`src/rtl/desc_dma_engine.sv`:
```
module desc_dma_engine #(
  parameter int IW = 15
) (
  input  logic          clk,
  input  logic          rst_n,
  input  logic          cfg_load,
  input  logic [31:0]   cfg_saddr,
  input  logic [15:0]   cfg_soff,
  input  logic [7:0]    cfg_sattr,
  input  logic [31:0]   cfg_nbytes,
  input  logic [31:0]   cfg_slast,
  input  logic [31:0]   cfg_daddr,
  input  logic [15:0]   cfg_doff,
  input  logic [7:0]    cfg_dattr,
  input  logic [IW-1:0] cfg_iter,
  input  logic [31:0]   cfg_dlast,
  input  logic [3:0]    cfg_ctrl,
  input  logic          arm,
  input  logic          done_clr,
  input  logic          svc_req,
  output logic          mem_req,
  output logic          mem_we,
  output logic [31:0]   mem_addr,
  output logic [1:0]    mem_size,
  output logic [31:0]   mem_wdata,
  input  logic          mem_ready,
  input  logic [31:0]   mem_rdata,
  output logic          busy,
  output logic          done,
  output logic          armed,
  output logic          cfg_err,
  output logic          half_evt,
  output logic          major_evt,
  output logic [31:0]   cur_saddr,
  output logic [31:0]   cur_daddr,
  output logic [IW-1:0] cur_iter
);
  localparam int CW = 30;
  localparam int SGW = 8;

  typedef enum logic [2:0] {S_IDLE, S_RD, S_WR, S_FIN, S_SG} st_t;
  st_t st;

  logic [31:0] saddr, daddr, nbw, slast, dlast, sg_base, pk;
  logic [15:0] soff, doff;
  logic [7:0]  sattr, dattr;
  logic [IW-1:0] citer, biter;
  logic [3:0]  ctrl;
  logic [2:0]  roff, woff;
  logic [CW-1:0] left;
  logic [$clog2(SGW)-1:0] sg_cnt;

  function automatic logic [31:0] step(input logic [31:0] a, input logic [15:0] off,
                                       input logic [4:0] m);
    logic [31:0] s, msk;
    s   = a + {{16{off[15]}}, off};
    msk = (32'd1 << m) - 32'd1;
    return (m == 5'd0) ? s : ((a & ~msk) | (s & msk));
  endfunction

  wire [2:0]    sbytes = 3'd1 << sattr[1:0];
  wire [2:0]    dbytes = 3'd1 << dattr[1:0];
  wire [2:0]    big    = (sbytes > dbytes) ? sbytes : dbytes;
  wire          mlo    = nbw[31] | nbw[30];
  wire [CW-1:0] nbytes = mlo ? CW'(nbw[9:0]) : nbw[CW-1:0];
  wire [31:0]   mloff  = {{12{nbw[29]}}, nbw[29:10]};
  wire [31:0]   smask  = ~(32'hFFFF_FFFF << {sbytes, 3'b000});
  wire [31:0]   dmask  = ~(32'hFFFF_FFFF << {dbytes, 3'b000});
  wire [IW-1:0] citer_dec = citer - 1'b1;
  wire          bad = (sattr[2:0] > 3'd2) || (dattr[2:0] > 3'd2) || (nbytes == '0) ||
                      ((nbytes & CW'(big - 3'd1)) != '0) || (citer == '0) || (biter == '0);
  wire [31:0]   s_add = (nbw[31] ? mloff : 32'd0) + ((citer_dec == '0) ? slast : 32'd0);
  wire [31:0]   d_add = (nbw[30] ? mloff : 32'd0) +
                        ((citer_dec == '0 && !ctrl[3]) ? dlast : 32'd0);

  assign mem_req   = (st == S_RD) || (st == S_WR) || (st == S_SG);
  assign mem_we    = (st == S_WR);
  assign mem_addr  = (st == S_WR) ? daddr :
                     (st == S_SG) ? (sg_base + {27'd0, sg_cnt, 2'b00}) : saddr;
  assign mem_size  = (st == S_WR) ? dattr[1:0] : (st == S_SG) ? 2'd2 : sattr[1:0];
  assign mem_wdata = (pk >> {woff, 3'b000}) & dmask;
  assign busy      = (st != S_IDLE);
  assign cur_saddr = saddr;
  assign cur_daddr = daddr;
  assign cur_iter  = citer;

  always_ff @(posedge clk) begin
    if (!rst_n) begin
      st <= S_IDLE;
      saddr <= '0; daddr <= '0; nbw <= '0; slast <= '0; dlast <= '0;
      soff <= '0; doff <= '0; sattr <= '0; dattr <= '0; ctrl <= '0;
      citer <= '0; biter <= '0; sg_base <= '0; pk <= '0;
      roff <= '0; woff <= '0; left <= '0; sg_cnt <= '0;
      done <= 1'b0; armed <= 1'b0; cfg_err <= 1'b0;
      half_evt <= 1'b0; major_evt <= 1'b0;
    end else begin
      half_evt  <= 1'b0;
      major_evt <= 1'b0;
      if (arm) armed <= 1'b1;
      if (done_clr) done <= 1'b0;
      case (st)
        S_IDLE: begin
          if (cfg_load) begin
            saddr <= cfg_saddr; soff <= cfg_soff; sattr <= cfg_sattr;
            nbw <= cfg_nbytes; slast <= cfg_slast;
            daddr <= cfg_daddr; doff <= cfg_doff; dattr <= cfg_dattr;
            dlast <= cfg_dlast; ctrl <= cfg_ctrl;
            citer <= cfg_iter; biter <= cfg_iter;
            done <= 1'b0; cfg_err <= 1'b0;
          end else if (svc_req && armed) begin
            if (bad) cfg_err <= 1'b1;
            else begin
              st <= S_RD; left <= nbytes;
              roff <= '0; woff <= '0; pk <= '0;
            end
          end
        end
        S_RD: if (mem_ready) begin
          pk    <= pk | ((mem_rdata & smask) << {roff, 3'b000});
          saddr <= step(saddr, soff, sattr[7:3]);
          if (roff + sbytes == big) begin
            st <= S_WR; woff <= '0;
          end else roff <= roff + sbytes;
        end
        S_WR: if (mem_ready) begin
          daddr <= step(daddr, doff, dattr[7:3]);
          if (woff + dbytes == big) begin
            if (left == CW'(big)) st <= S_FIN;
            else begin
              st <= S_RD; left <= left - CW'(big); roff <= '0; pk <= '0;
            end
          end else woff <= woff + dbytes;
        end
        S_FIN: begin
          saddr <= saddr + s_add;
          daddr <= daddr + d_add;
          if (citer_dec == '0) begin
            citer     <= biter;
            done      <= 1'b1;
            major_evt <= ctrl[0];
            if (ctrl[2]) armed <= 1'b0;
            if (ctrl[3]) begin
              st <= S_SG; sg_cnt <= '0; sg_base <= {dlast[31:5], 5'd0};
            end else st <= S_IDLE;
          end else begin
            citer    <= citer_dec;
            half_evt <= ctrl[1] && (biter >= IW'(2)) && (citer_dec == (biter >> 1));
            st       <= S_IDLE;
          end
        end
        S_SG: if (mem_ready) begin
          case (sg_cnt)
            3'd0: saddr <= mem_rdata;
            3'd1: begin soff <= mem_rdata[15:0]; sattr <= mem_rdata[23:16];
                        dattr <= mem_rdata[31:24]; end
            3'd2: nbw <= mem_rdata;
            3'd3: slast <= mem_rdata;
            3'd4: daddr <= mem_rdata;
            3'd5: begin doff <= mem_rdata[15:0]; citer <= mem_rdata[16 +: IW];
                        biter <= mem_rdata[16 +: IW]; end
            3'd6: dlast <= mem_rdata;
            default: ctrl <= mem_rdata[3:0];
          endcase
          if (sg_cnt == 3'(SGW - 1)) st <= S_IDLE;
          else sg_cnt <= sg_cnt + 1'b1;
        end
        default: st <= S_IDLE;
      endcase
    end
  end
endmodule

```
`config.mk`:
```
export PLATFORM = sky130hd
export DESIGN_NAME = desc_dma_engine
export DESIGN_NICKNAME = d
export VERILOG_FILES = /design/src/rtl/desc_dma_engine.sv
export SDC_FILE = /design/constraint.sdc
export NUM_CORES = 2
export LEC_CHECK = 0
export ABC_AREA = 0
export BUFFER_PORTS_ARGS = -buffer_cell sky130_fd_sc_hd__buf_2
export CAP_MARGIN = 15
export CELL_PAD_IN_SITES_DETAIL_PLACEMENT = 0
export CELL_PAD_IN_SITES_GLOBAL_PLACEMENT = 2
export CORE_MARGIN = 10
export CORE_UTILIZATION = 37
export CTS_BUF_LIST = sky130_fd_sc_hd__clkbuf_8
export DETAILED_ROUTE_END_ITERATION = 10
export PLACE_DENSITY_LB_ADDON = 0.08
export SETUP_SLACK_MARGIN = 0.02
export SLEW_MARGIN = 20
export SYNTH_ARGS = -nofsm -noshare
export SYNTH_HDL_FRONTEND = slang
export SYNTH_SLANG_ARGS = --single-unit
export TNS_END_PERCENT = 1
```
`constraint.sdc`:
```
create_clock -name clk -period 9.35 [get_ports clk]
set_clock_uncertainty 0.2 [all_clocks]
set_input_delay 1.4025 -clock clk [delete_from_list [all_inputs] [get_ports clk]]
set_output_delay 1.4025 -clock clk [all_outputs]
set_load 0.005 [all_outputs]
```
==> qor.csv <==
metric,value,unit
drive_above_1_share,15.5,%
n_fill_cell,7945,
wl_per_cell,28.8,um
grt_max_degree,125,
yosysWarnings,0,
p_comb_share,31.6,%
cp_max_fo,35,
syn_to_final_growth,14.8,%
grt_use_total,32.2,%
critPathCaptureType,register,
die_w,295,um
critPathLaunchType,register,
p_clk_share,32.2,%
fin_setup_tns,0,ps
clock-sinks,348,
nNetsFinal,4512,
cellPowerDensity,158,nW/um2
gp_congestion,0.960,
synth-seq-cells,348,
htree_levels,3,
synth-xor-area-share,4.20,%
vdd_drop_max,0.0000825,V
switchingPower,2010,uW
clk_pin_slew_worst_paths,70,ps
ant_nets,0,
synth.top_cells.by_count,"493 x a21oi_1, 421 x nor2_1, 348 x dfxtp_1",
clk_path_buf_depth,3,
use_met2,48.2,%
p_seq_share,36.2,%
min_period_over_period,77.3,%
worstHoldPathType,reg2reg,
maxCapViolCount,0,
antenna_found_initial,7,
synth_top_area_cell,dfxtp_1,
gr-usage-met3,6.17,%
ys_types,81,
dp_cells,4923,
netlist_top_cells_area,"dfxtp_1 25%, a21oi_1 8.8%, ha_1 6.8%, a211oi_1 5.7%, nor2_1 5.7%",
hold_violations,0,
swShare,39.7,%
drt_pass1_iterations,6,
netlist.area_leader.share,24.9,%
synth_edf_count,0,
drt_iter0_markers,3178,
fp.dieH,295,um
grt_pass1_vias,29243,
synthMostInstantiatedCell,a21oi_1,
vias_per_cell,6.12,
synth_compound_area_share,30.6,%
cp.required,9730,ps
syn_area,28000,um2
num_vias,30887,
busiest_layer,met2,
synth-simple-area-share,22.0,%
multiInputGateArea,19800,um2
place.detailed.hpwl,111000,um
synth_flop_cell,dfxtp_1,
clkLatencyLatePin,690,ps
fin_crit,7230,ps
port_buffers,418,
syn_inst,3774,
relSlewSlack,18.4,%
synth_nets,4260,
syn_area_per_cell,7.41,um2
p_int,3050,uW
p_leak,0.0138,uW
start_util,37.4,%
synth-seq-area-share,24.9,%
wirelength,146000,um
worstPathArrival,7610,ps
startpoint,cur_iter[0],
slew_viol_final,0,
clockRootBuffer,clkbuf_8,
r2r-start,cur_iter[0],
ioPinCount,419,
regArea,6970,um2
yosys-mux-area-fraction,1.77,%
die-area,87000,um2
synth_top_family_by_area,compound AO/OA/AOI/OAI gates,
drc,0,
async_reset_ff_share,0,%
fmax,0.138,GHz
coreArea,74700,um2
rows,100,
setup_violations,0,
cts_tree,yes,
yosys.area_share.adder,11.7,%
grtUsageMet1,44.6,%
grt_overflow,0,
post_cts_buffers,0,
post_layout_nonfiller_instances,5048,
cts_made_buffers,70,
cts_resized,0,
rsz0062_at_grt,false,
holdCritStartpoint,dlast[23],
grt_first_pass_wirelength,208000,um
ctsHoldBuffers,0,
worst_pin_slew,1220,ps
status,finished clean,
critPathKind,reg2reg,
## cells in the final DEF, fill, tap and decap left out, types with 27 or more instances in the layout
cell      netlist  routed
a31oi_1        73      73
o21ai_0       198     197
xor2_1         52      52
nand2_1       320     317
a22oi_1        30      30
nor2_1        421     417
o211ai_1       37      37
o31ai_1        29      29
nand3_1       103     103
dfxtp_1       348     347
nor2b_1        27      27
a21o_1         47      47
a21oi_1       493     488
a211oi_1      214     214
nor3_1         99      98
nor4_1         41      39
xnor2_1        82      82
fa_1           69      69
ha_1          151     151
nand4_1        28      28
buf_4           0      58
and3_1         49      49
mux2i_1        45      45
inv_1          61      80
and2_1        123     122
o22ai_1        45      45
buf_2           3     417
clkbuf_8        0      87
## kinds of logic after synthesis
kind of cell | Yosys count
buffers and inverters | 359
multiplexers | 49
AO/OA/AOI/OAI | 1358
XOR/XNOR | 134
adder cells (fa/ha/maj) | 220
AND/OR/NAND/NOR | 1306
flip-flops | 348
## routing by layer
metal	vias up	part of all wire (%)
met1	14995	44
met2	1287	43
met3	224	8.1
met4	6	4.4
met5	-	0.030
li1	14375	-
## power by group through the flow
stage | logic (uW) | registers (uW) | clock network (uW)
after CTS | 1580 | 1830 | 1650
after global routing | 1750 | 1840 | 1710
after detailed placement | 1570 | 1860 | 0
after floorplan | 1060 | 1730 | 0
after global placement | 1570 | 1860 | 0
final | 1600 | 1830 | 1630
## final cells by class
class,count,share of cell area [%]
tap,969,3.78
clock inverter,34,0.557
multi-input combinational,3067,61.6
clock buffer,87,3.73
antenna,4,0.0312
timing repair buffer,475,7.86
sequential,348,21.7
inverter,64,0.772
## critical path: stages, from the launching register on
cell and delay [ps]:
dfxtp_1 410, inv_1 140, ha_1 250, or3b_1 500, o21a_1 230, nor4_1 310, o2111ai_1 300, nor3_2 560
buf_4 490, and2_1 230, fa_1 420, ha_1 380, o21ai_0 130, or3b_2 440, o31ai_1 430, a21oi_1 300
o21ai_0 580, nand2b_1 170, a31oi_1 190, xor2_1 160, a21oi_1 80, a21oi_1 170
## per-stage QoR
stage	setup WS [ps]	power (uW)	area, um2	hold slack, ps	utilization, %
global route	1620	5310	32100	266	43.0
global placement	2360	3430	30700	239	41.1
CTS	2200	5050	32100	240	42.9
detailed placement	2240	3420	30700	243	41.1
finish	2120	5070	32100	241	43.0
floorplan	3340	2800	28000	206	-
## state kept, by name, summed over array words and instances, names as in the netlist, 3 cells and up
signal	cells
slast	32
nbw	32
sg_base	27
cur_daddr	32
pk	32
cur_saddr	32
dattr	8
left	30
woff	3
doff	16
dlast	32
cur_iter	15
sattr	8
ctrl	4
st	3
biter	15
sg_cnt	3
soff	16
roff	3
## worst paths after layout
check / endpoint / slack, ps / depth (start not counted)
setup reg to reg: cur_saddr[30] / 2120 / 21
hold / removal: sg_base[23] / 240 / 2
setup / recovery: cur_saddr[30] / 2120 / 21
hold reg to reg: sg_base[23] / 240 / 2
(Power assumes the default switching activity.)
